==> src/rtl/page_cache_pkg.sv <==
package page_cache_pkg;
  typedef enum logic [1:0] {
    PC_IDLE  = 2'd0,
    PC_CAPT  = 2'd1,
    PC_DRAIN = 2'd2
  } pc_state_e;
endpackage

==> src/rtl/page_cache_ptr.sv <==
// Frozen page base plus wrapping byte offset.
module page_cache_ptr #(
  parameter int ADDR_W = 13,
  parameter int OFF_W  = 6,
  localparam int BASE_W = ADDR_W - OFF_W
) (
  input  logic              clk,
  input  logic              rst_n,
  input  logic              load_i,
  input  logic [ADDR_W-1:0] addr_i,
  input  logic              step_i,
  output logic [BASE_W-1:0] base_o,
  output logic [OFF_W-1:0]  off_o
);
  logic [BASE_W-1:0] base_q, base_d;
  logic [OFF_W-1:0]  off_q, off_d;
  logic              upd_en;

  always_comb begin
    base_d = base_q;
    off_d  = off_q;
    upd_en = load_i | step_i;
    if (load_i) begin
      base_d = addr_i[ADDR_W-1:OFF_W];
      off_d  = addr_i[OFF_W-1:0];
    end else if (step_i) begin
      off_d = off_q + OFF_W'(1);
    end
  end

  always_ff @(posedge clk or negedge rst_n) begin
    if (!rst_n) begin
      base_q <= '0;
      off_q  <= '0;
    end else if (upd_en) begin
      base_q <= base_d;
      off_q  <= off_d;
    end
  end

  assign base_o = base_q;
  assign off_o  = off_q;


  off_step_chk: assert property (@(posedge clk) disable iff (!rst_n)
    (step_i && !load_i) |=> (off_o == OFF_W'($past(off_o) + 1'b1)));

  base_frozen_chk: assert property (@(posedge clk) disable iff (!rst_n)
    (step_i && !load_i) |=> $stable(base_o));

  load_take_chk: assert property (@(posedge clk) disable iff (!rst_n)
    load_i |=> (off_o == $past(addr_i[OFF_W-1:0])));
endmodule

==> src/rtl/page_cache_store.sv <==
// Byte storage in lines plus the per-byte valid mask.
module page_cache_store #(
  parameter int OFF_W  = 6,
  parameter int LINE_W = 3,
  parameter int DATA_W = 8,
  localparam int DEPTH  = 1 << OFF_W,
  localparam int LINE_B = 1 << LINE_W,
  localparam int LINES  = DEPTH / LINE_B,
  localparam int LSEL_W = OFF_W - LINE_W
) (
  input  logic              clk,
  input  logic              rst_n,
  input  logic              wr_i,
  input  logic [OFF_W-1:0]  wr_idx_i,
  input  logic [DATA_W-1:0] wr_data_i,
  input  logic              clr_all_i,
  input  logic              clr_i,
  input  logic [OFF_W-1:0]  clr_idx_i,
  input  logic [OFF_W-1:0]  rd_idx_i,
  output logic [DATA_W-1:0] rd_data_o,
  output logic [DEPTH-1:0]  mask_o
);
  logic [LINE_B*DATA_W-1:0] line_flat [LINES];
  logic [DEPTH-1:0] mask_q, mask_d, set_vec, clr_vec;
  logic             mask_en;

  for (genvar l = 0; l < LINES; l++) begin : g_line
    logic [DATA_W-1:0] cell_q [LINE_B];
    logic              line_hit;
    assign line_hit = wr_i && (wr_idx_i[OFF_W-1:LINE_W] == LSEL_W'(l));
    always_ff @(posedge clk) begin
      if (line_hit) cell_q[wr_idx_i[LINE_W-1:0]] <= wr_data_i;
    end
    for (genvar b = 0; b < LINE_B; b++) begin : g_byte
      assign line_flat[l][b*DATA_W +: DATA_W] = cell_q[b];
    end
  end

  assign rd_data_o =
    line_flat[rd_idx_i[OFF_W-1:LINE_W]][rd_idx_i[LINE_W-1:0]*DATA_W +: DATA_W];

  always_comb begin
    set_vec = wr_i  ? (DEPTH'(1) << wr_idx_i)  : '0;
    clr_vec = clr_i ? (DEPTH'(1) << clr_idx_i) : '0;
    mask_en = clr_all_i | wr_i | clr_i;
    if (clr_all_i) mask_d = '0;
    else           mask_d = (mask_q & ~clr_vec) | set_vec;
  end

  always_ff @(posedge clk or negedge rst_n) begin
    if (!rst_n)       mask_q <= '0;
    else if (mask_en) mask_q <= mask_d;
  end

  assign mask_o = mask_q;


  mask_set_chk: assert property (@(posedge clk) disable iff (!rst_n)
    (wr_i && !clr_all_i) |=> mask_o[$past(wr_idx_i)]);

  mask_wipe_chk: assert property (@(posedge clk) disable iff (!rst_n)
    clr_all_i |=> (mask_o == '0));
endmodule

==> src/rtl/page_cache_pick.sv <==
// Lowest set bit of the valid mask.
module page_cache_pick #(
  parameter int OFF_W = 6,
  localparam int DEPTH = 1 << OFF_W
) (
  input  logic [DEPTH-1:0] mask_i,
  output logic [OFF_W-1:0] idx_o,
  output logic             any_o
);
  always_comb begin
    idx_o = '0;
    any_o = 1'b0;
    for (int i = DEPTH - 1; i >= 0; i--) begin
      if (mask_i[i]) begin
        idx_o = OFF_W'(i);
        any_o = 1'b1;
      end
    end
  end

  always_comb begin
    if (any_o) begin

      pick_hit_chk: assert (mask_i[idx_o]);

      pick_lowest_chk: assert ((mask_i & ((DEPTH'(1) << idx_o) - DEPTH'(1))) == '0);
    end
  end
endmodule

==> src/rtl/page_cache.sv <==
module page_cache
  import page_cache_pkg::*;
#(
  parameter int ADDR_W = 13,
  parameter int DATA_W = 8,
  parameter int OFF_W  = 6,
  parameter int LINE_W = 3,
  localparam int BASE_W = ADDR_W - OFF_W,
  localparam int DEPTH  = 1 << OFF_W
) (
  input  logic              clk,
  input  logic              rst_n,
  input  logic              load_i,
  input  logic [ADDR_W-1:0] addr_i,
  input  logic              byte_i,
  input  logic [DATA_W-1:0] data_i,
  input  logic              stop_i,
  input  logic              abort_i,
  output logic              cmt_valid_o,
  output logic [ADDR_W-1:0] cmt_addr_o,
  output logic [DATA_W-1:0] cmt_data_o,
  output logic              cmt_done_o
);
  logic [1:0] rst_sync_q;
  logic       rst_int_n;

  always_ff @(posedge clk or negedge rst_n) begin
    if (!rst_n) rst_sync_q <= '0;
    else        rst_sync_q <= {rst_sync_q[0], 1'b1};
  end
  assign rst_int_n = rst_sync_q[1];

  pc_state_e         st_q, st_d;
  logic              ptr_load, ptr_step, st_wr, clr_all, clr_one;
  logic [BASE_W-1:0] base;
  logic [OFF_W-1:0]  off, pick_idx;
  logic              pick_any;
  logic [DATA_W-1:0] rd_data;
  logic [DEPTH-1:0]  mask;
  logic              valid_q, valid_d, done_q, done_d, pair_en;
  logic [ADDR_W-1:0] addr_q, addr_d;
  logic [DATA_W-1:0] data_q, data_d;

  page_cache_ptr #(.ADDR_W(ADDR_W), .OFF_W(OFF_W)) u_ptr (
    .clk(clk), .rst_n(rst_int_n), .load_i(ptr_load), .addr_i(addr_i),
    .step_i(ptr_step), .base_o(base), .off_o(off)
  );

  page_cache_store #(.OFF_W(OFF_W), .LINE_W(LINE_W), .DATA_W(DATA_W)) u_store (
    .clk(clk), .rst_n(rst_int_n), .wr_i(st_wr), .wr_idx_i(off),
    .wr_data_i(data_i), .clr_all_i(clr_all), .clr_i(clr_one),
    .clr_idx_i(pick_idx), .rd_idx_i(pick_idx), .rd_data_o(rd_data),
    .mask_o(mask)
  );

  page_cache_pick #(.OFF_W(OFF_W)) u_pick (
    .mask_i(mask), .idx_o(pick_idx), .any_o(pick_any)
  );

  always_comb begin
    st_d     = st_q;
    ptr_load = 1'b0;
    ptr_step = 1'b0;
    st_wr    = 1'b0;
    clr_all  = 1'b0;
    clr_one  = 1'b0;
    valid_d  = 1'b0;
    done_d   = 1'b0;
    pair_en  = 1'b0;
    addr_d   = addr_q;
    data_d   = data_q;
    if (abort_i) begin
      st_d    = PC_IDLE;
      clr_all = 1'b1;
    end else begin
      unique case (st_q)
        PC_IDLE: begin
          if (load_i) begin
            st_d     = PC_CAPT;
            ptr_load = 1'b1;
            clr_all  = 1'b1;
          end
        end
        PC_CAPT: begin
          if (load_i) begin
            ptr_load = 1'b1;
            clr_all  = 1'b1;
          end else if (stop_i) begin
            st_d = PC_DRAIN;
          end else if (byte_i) begin
            st_wr    = 1'b1;
            ptr_step = 1'b1;
          end
        end
        PC_DRAIN: begin
          if (pick_any) begin
            valid_d = 1'b1;
            pair_en = 1'b1;
            clr_one = 1'b1;
            addr_d  = {base, pick_idx};
            data_d  = rd_data;
          end else begin
            done_d = 1'b1;
            st_d   = PC_IDLE;
          end
        end
        default: st_d = PC_IDLE;
      endcase
    end
  end

  always_ff @(posedge clk or negedge rst_int_n) begin
    if (!rst_int_n) begin
      st_q    <= PC_IDLE;
      valid_q <= 1'b0;
      done_q  <= 1'b0;
    end else begin
      st_q    <= st_d;
      valid_q <= valid_d;
      done_q  <= done_d;
    end
  end

  always_ff @(posedge clk or negedge rst_int_n) begin
    if (!rst_int_n) begin
      addr_q <= '0;
      data_q <= '0;
    end else if (pair_en) begin
      addr_q <= addr_d;
      data_q <= data_d;
    end
  end

  assign cmt_valid_o = valid_q;
  assign cmt_done_o  = done_q;
  assign cmt_addr_o  = addr_q;
  assign cmt_data_o  = data_q;


  valid_done_excl_chk: assert property (@(posedge clk) disable iff (!rst_int_n)
    !(cmt_valid_o && cmt_done_o));

  valid_in_drain_chk: assert property (@(posedge clk) disable iff (!rst_int_n)
    cmt_valid_o |-> ($past(st_q) == PC_DRAIN));

  abort_quiet_chk: assert property (@(posedge clk) disable iff (!rst_int_n)
    abort_i |=> (!cmt_valid_o && !cmt_done_o));

  ascending_chk: assert property (@(posedge clk) disable iff (!rst_int_n)
    (cmt_valid_o && $past(cmt_valid_o)) |->
      (cmt_addr_o[OFF_W-1:0] > $past(cmt_addr_o[OFF_W-1:0])));

  done_idle_chk: assert property (@(posedge clk) disable iff (!rst_int_n)
    cmt_done_o |-> (st_q == PC_IDLE));
endmodule

==> config.mk <==
export PLATFORM = sky130hd
export DESIGN_NAME = page_cache
export DESIGN_NICKNAME = d
export VERILOG_FILES = /design/src/rtl/page_cache_pkg.sv /design/src/rtl/page_cache_ptr.sv /design/src/rtl/page_cache_store.sv /design/src/rtl/page_cache_pick.sv /design/src/rtl/page_cache.sv
export SDC_FILE = /design/constraint.sdc
export NUM_CORES = 1
export LEC_CHECK = 0
export ABC_AREA = 0
export BUFFER_PORTS_ARGS = -buffer_cell sky130_fd_sc_hd__buf_2
export CAP_MARGIN = 20
export CORE_ASPECT_RATIO = 1.75
export CORE_UTILIZATION = 55
export CTS_CLUSTER_SIZE = 24
export DETAILED_ROUTE_END_ITERATION = 8
export HOLD_SLACK_MARGIN = 0.06
export PLACE_DENSITY = 0.71
export REMOVE_ABC_BUFFERS = 1
export SYNTH_ARGS = -nofsm -noshare
export SYNTH_HDL_FRONTEND = slang
export SYNTH_SLANG_ARGS = --single-unit
==> constraint.sdc <==
create_clock -name clk -period 9.3 [get_ports clk]
set_input_delay 0 -clock clk [delete_from_list [all_inputs] [get_ports clk]]
set_output_delay 0 -clock clk [all_outputs]
set_load 0.01 [all_outputs]
### Word-level counts from Yosys, hierarchy flattened

Memories as Yosys holds them, arrays and structs flattened.
Cells that the tools add are included.

| storage, ports and cells | value |
|---|---|
| output and inout port bits | 23 |
| memory bits (writable) | 512 |
| input port bits | 27 |
| bits in registers | 104 |
| memories kept | 8 |

| cells by class | value |
|---|---|
| mux-type cells | 173 |
| order comparisons | 1 |
| bitwise logic cells | 8 |
| shift-type cells | 3 |
| equality and inequality tests | 13 |
| add/subtract/negate cells | 1 |
| reduce and logical (&&, ||, !) cells | 16 |

Memories:

| name | depth | width | rd ports | clocked after Yosys merged registers in | write ports | line | text |
|---|---|---|---|---|---|---|---|
| u_store.g_line[0].cell_q | 8 | 8 | 8 | 0 | 1 | page_cache_store.sv:28 | `logic [DATA_W-1:0] cell_q [LINE_B];` |
| u_store.g_line[1].cell_q | 8 | 8 | 8 | 0 | 1 | page_cache_store.sv:28 |  |
| u_store.g_line[2].cell_q | 8 | 8 | 8 | 0 | 1 | page_cache_store.sv:28 |  |
| u_store.g_line[3].cell_q | 8 | 8 | 8 | 0 | 1 | page_cache_store.sv:28 |  |
| u_store.g_line[4].cell_q | 8 | 8 | 8 | 0 | 1 | page_cache_store.sv:28 |  |
| u_store.g_line[5].cell_q | 8 | 8 | 8 | 0 | 1 | page_cache_store.sv:28 |  |
| 2 more memories | - | - | - | - | - | - |  |

Operators with widths:

| kind | number |
|---|---|
| $mux W6 | 66 |
| $mux W64 | 5 |
| $bmux W64 S3 | 1 |
| $shl A1 B6 Y64 const A | 2 |
| $mux W1 | 95 |
| $and A64 B64 Y64 | 1 |
| $not A64 Y64 | 1 |
| $or A64 B64 Y64 | 1 |
| $shiftx A64 B7 Y8 | 1 |
| $eq A3 B3 Y1 const B | 4 |
| $ne A3 B3 Y1 const B | 4 |
| $mux W2 | 5 |
| $logic_and A1 B1 Y1 | 8 |
| $reduce_and A4 Y1 | 2 |
| $add A6 B1 Y6 const B | 1 |
| $eq A3 B2 Y1 const B | 2 |
| $pmux W2 S3 | 1 |
| $ge A4 B4 Y1 const B | 1 |
| $not A3 Y4 | 1 |
| $reduce_and A2 Y1 | 2 |
| $eq A3 B1 Y1 const B | 1 |
| $logic_not A3 Y1 | 1 |
| $or A1 B1 Y1 | 3 |
| $eq A2 B1 Y1 const B | 1 |
| 5 further kinds | 5 |

### Depth between registers and ports, before layout

| depth | value |
|---|---|
| word-level depth | 72 |
| gate-level depth with buffers | 14 |
| gate-level depth less buffers | 10 |

### Hierarchy

A second synthesis with hierarchy kept.

| unflattened totals | value |
|---|---|
| cells, all modules | 1489 |
| area total of the unflattened synthesis | 25361.8 µm² |

Modules (own cells, without submodules):

| module | cells each | area each (µm²) | times used |
|---|---|---|---|
| page_cache_store | 1236 | 22881.9 | 1 |
| page_cache | 64 | 1124.8 | 1 |
| page_cache_pick | 140 | 763.2 | 1 |
| page_cache_ptr | 49 | 591.8 | 1 |

### Least setup slack after synthesis

OpenSTA, ideal clock, no wires.

| path | value |
|---|---|
| path type | reg2reg |
| start point | register u_store.mask_q[24], in the netlist u_store.mask_o[24] |
| end point | register data_q[4], in the netlist cmt_data_o[4] |
| period minus slack after synthesis | 3504 ps |
| path buffers | 1 |
| slack | 5796 ps |
| data arrival time | 3385 ps |
| required time | 9182 ps |
| stages on the path, launching flop included | 10 |
| cells stage by stage | dfrtp_1 or4_4 or4_4 a2111oi_4 buf_6 mux4_2 a211o_1 a221oi_1 a41oi_1 a21o_1 |

| on the way | value |
|---|---|
| word-level cells in the longest chain between the ends | 30 |
| elaborated cells on any way between the ends | 59 |

Ends and longest elaborated chain:

| element | line | text |
|---|---|---|
| start: declaration | page_cache_store.sv:24 | `logic [DEPTH-1:0] mask_q, mask_d, set_vec, clr_vec;` |
| start signal: assignment | page_cache_store.sv:52 | `else if (mask_en) mask_q <= mask_d;` |
| $mux W6 (25 in a row) | page_cache_pick.sv:14 | `if (mask_i[i]) begin` |
| $not A3 Y4 (not written as such) | page_cache_store.sv:40 | `line_flat[rd_idx_i[OFF_W-1:LINE_W]][rd_idx_i[LINE_W-1:0]*DATA_W +: DATA_W];` |
| $bmux W64 S3 | page_cache_store.sv:40 |  |
| $mux W64 (not written as such) (2 in a row) | page_cache_store.sv:40 |  |
| $shiftx A64 B7 Y8 | page_cache_store.sv:40 |  |
| end signal: assignment | page_cache.sv:130 | `data_q <= data_d;` |
| end: declaration | page_cache.sv:42 | `logic [DATA_W-1:0] data_q, data_d;` |

Parallel ways exist; a longest one is shown, timed or not. The select of a mux whose other input is x is not followed.
A chain may end at the register's enable or synchronous reset.

### Worst setup path in the final report

| path | value |
|---|---|
| start point | register u_store.mask_q[25], in the netlist u_store.mask_o[25] |
| end point | register data_q[0], in the netlist cmt_data_o[0] |

| on the way | value |
|---|---|
| word-level cells in the longest chain between the ends | 31 |
| elaborated cells on any way between the ends | 61 |

Ends and longest elaborated chain:

| element | line |
|---|---|
| $mux W6 (26 in a row) | page_cache_pick.sv:14 |
| $not A3 Y4 (not written as such) | page_cache_store.sv:40 |
| $bmux W64 S3 | page_cache_store.sv:40 |
| $mux W64 (not written as such) (2 in a row) | page_cache_store.sv:40 |
| $shiftx A64 B7 Y8 | page_cache_store.sv:40 |

Parallel ways exist; a longest one is shown, timed or not. The select of a mux whose other input is x is not followed.

==> impl_metrics.csv <==
group,metric,value,unit
critical_path,critPathBufInv,2,
cts,cts_buffers,52,
timing,fmax,0.208,GHz
timing,finalClockSkew,0.0189,ns
detailed_routing,drt_iter0_markers,2210,
critical_path,crit_top_cell,"a2111oi_0",
cts,cts.path.max_buffers,3,
cts,clock_sinks,616,
placement,postPlaceCellArea,0.0270,mm2
timing,hold_viol_final,0,
layout,antenna_cells,0,
timing,whs,0.0639,ns
min_path,hold_path.class,"primary input to flop",
global_routing,first_global_vias,18700,
layout,area_growth,10.6,%
power_and_ir_drop,power.leakage,9.90,nW
timing,tightest_slew,1.16,ns
cts,htreeDepth,2,
timing,relSlewSlack,0.214,
cts,cts.clk_slew.worst_paths,0.07,ns
synthesis,synth_cell_types,78,
global_routing,antenna_found_initial,2,
die,die_y,291,um
critical_path,worstPathCellList,"inv_1 > a2111oi_0 > o21ai_0 > a2111oi_0 > o22ai_1 > nand2_1 > nor2_1 > buf_4 > o211ai_1 > a21oi_1 > or4_1",
critical_path,slowest_stage,"a2111oi_0",
cts,post_cts_resized,0,
synthesis,ys_seq_area_frac,0.687,
global_routing,overflow,0,
detailed_routing,detailroute.via_count,18800,
synthesis,ys_seq_elements,616,
run_status,status,"completed",
global_routing,grt_first_pass_wirelength,120000,um
detailed_routing,viasPerCell,6.69,
critical_path,worstSetupStartpointType,"flop",
cts,cts_tree,"done",
synthesis,synthFlopType,"edfxtp_1",
critical_path,cpLargestDelayFamily,"compound AO/OA/AOI/OAI gates",
detailed_routing,drc,0,
timing,finalCriticalPeriod,4.81,ns
timing,setup_tns,0,ns
layout,final_util,0.617,
global_routing,grt_start_max_net_pins,144,
power_and_ir_drop,ir_worst_vdd,0.130,mV
power_and_ir_drop,p_per_area,183,mW/mm2
layout,layout.nets,2221,
critical_path,crit_required,9.78,ns
timing,drv_slew,0,
timing,rsz0062_at_grt,"false",
critical_path,cp-end-kind,"flop",
timing,setup_viol,0,
synthesis,yosys_warnings,0,
critical_path,critPathKind,"flop to flop",
layout,fin_area,0.0289,mm2
detailed_routing,drtAntennaViolNets,0,
critical_path,cp_max_fo,13,
cts,root_buffer,"clkbuf_16",
timing,fin_crit_sh,0.517,
detailed_routing,wl,81200,um
critical_path,cp.arrival,5.28,ns
synthesis,syn_area,0.0262,mm2
synthesis,avgSynthCellArea,12.3,um2
cts,post_cts_buffers,0,
die,initial_core_util,0.558,
synthesis,synth_edf_count,512,
synthesis,ys_async_sr_fraction,0.169,
die,dieArea,0.0485,mm2
synthesis,netlist_instances,2136,
layout,drive_gt1_frac,0.0929,
placement,place_congestion,1.02,
detailed_routing,wl_per_cell,28.8,um
cts,insertion_delay,0.61,ns
detailed_routing,firstDrtPassIters,5,
placement,numPortBuffers,49,
die,die_x,167,um
die,rows,105,
placement,hpwl,52500,um
run,drv_cap,0,
power_and_ir_drop,total_power,0.00530,W
critical_path,slowest_delay,0.95,ns
die,io_pins,50,
global_routing,grt_use_total,0.338,
die,coreArea,0.0469,mm2
layout make-up:
cell class / instances / area (um2)
clock inverter: 36 / 328
fill: 3522 / 18000
tap: 588 / 736
sequential: 616 / 18000
timing repair buffer: 124 / 903
multi-input combinational: 1371 / 7570
clock buffer: 59 / 1330
inverter: 23 / 86.3
kinds of logic after synthesis:
family,Yosys count,synth area share
and+or+nand+nor,911,0.159
xor gates and xnor gates,3,0.00100
AOI/OAI and AO/OA,413,0.107
DFF,616,0.687
adders and majority gates,6,0.00287
muxes,37,0.0170
buffers and inverters,149,0.0261
other,1,0.000143
sequential cells by signal, summed over array words and instances, names as in the netlist, 2 cells and up:
| register | cells |
|---|---|
| cmt_data_o | 8 |
| u_ptr.base_o | 7 |
| u_store.mask_o | 64 |
| u_store.g_line.cell_q | 512 |
| rst_sync_q | 2 |
| st_q | 2 |
| u_ptr.off_o | 6 |
| cmt_addr_o | 13 |
power breakdown:
group          total (W)  internal (W)  switching [W]
registers        0.00302       0.00300      0.0000195
logic           0.000116     0.0000283      0.0000881
clock network    0.00217       0.00117       0.000997
cell usage in the layout (no fill, tap or decap), types with 6 or more instances in the layout:
master,netlist,final
or3_1,61,61
nor4_1,21,20
o22ai_1,8,8
dfrtp_1,104,103
nand2_1,347,346
o211ai_1,68,68
a221oi_1,12,12
edfxtp_1,512,512
nor2_1,189,188
clkinv_1,0,11
o21ai_0,113,112
buf_4,5,45
inv_1,23,23
a21oi_1,59,57
buf_2,8,49
or4_1,11,11
nand3_1,133,133
nor3_1,85,85
a211o_1,7,7
o311ai_0,19,19
nand4_1,6,6
a31oi_1,29,29
dlygate4sd3_1,0,28
o31ai_1,9,9
a32o_1,6,6
clkinv_2,0,14
mux4_2,6,6
nor2b_1,6,6
a311oi_1,8,8
a211oi_1,14,14
clkbuf_1,95,7
and3_1,21,21
o221ai_1,6,6
mux2i_1,31,31
clkbuf_16,0,52
ha_1,6,6
synth_stat cells, types with 21 or more instances:
cell type | count | share of area
a21oi_1 | 59 | 0.011
a31oi_1 | 29 | 0.0069
and3_1 | 21 | 0.0050
clkbuf_1 | 95 | 0.014
dfrtp_1 | 104 | 0.099
edfxtp_1 | 512 | 0.59
inv_1 | 23 | 0.0033
mux2i_1 | 31 | 0.012
nand2_1 | 347 | 0.050
nand3_1 | 133 | 0.025
nor2_1 | 189 | 0.027
nor3_1 | 85 | 0.016
nor4_1 | 21 | 0.0050
o211ai_1 | 68 | 0.020
o21ai_0 | 113 | 0.022
or3_1 | 61 | 0.015
path summary, 6_finish.rpt:
| path | end | depth (start not counted) | slack (ns) | startpoint |
|---|---|---|---|---|
| max | cmt_data_o[0]$_DFFE_PN0P_ | 11 | 4.49 | u_store.mask_o[25]$_DFFE_PN0P_ |
| min | u_store.g_line[4].cell_q[5][3]$_DFFE_PP_ | 2 | 0.06 | data_i[3] |
| max reg2reg | cmt_data_o[0]$_DFFE_PN0P_ | 11 | 4.49 | u_store.mask_o[25]$_DFFE_PN0P_ |
| min reg2reg | u_store.mask_o[45]$_DFFE_PN0P_ | 0 | 0.32 | rst_sync_q[1]$_DFF_PN0_ |
| max in group asynchronous | u_ptr.base_o[0]$_DFFE_PN0P_ | 1 | 7.66 | rst_sync_q[1]$_DFF_PN0_ |
| min in group asynchronous | rst_sync_q[1]$_DFF_PN0_ | 3 | 0.27 | rst_n |
per-stage QoR:
stage	cells	setup slack [ns]
CTS	2816	4.67
finish	2817	4.49
floorplan	2010	0.0876
detailed placement	2693	4.69
global route	2817	4.43
global placement	2692	4.72
layer usage:
layer / up-vias / GRT usage / wire length (um)
met4: 4 / 0.278 / 7640
met1: 9103 / 0.372 / 26100
li1: 8150 / - / -
met2: 1193 / 0.568 / 40400
met3: 389 / 0.0647 / 7020
met5: - / 0 / 20
what timing repair did:
| item | CTS | global route |
|---|---|---|
| setup endpoints to repair | 0 | 0 |
| hold buffers | 28 | 0 |
| hold endpoints to repair | 20 | 0 |
Note: power is estimated with default switching activity, not from simulation.
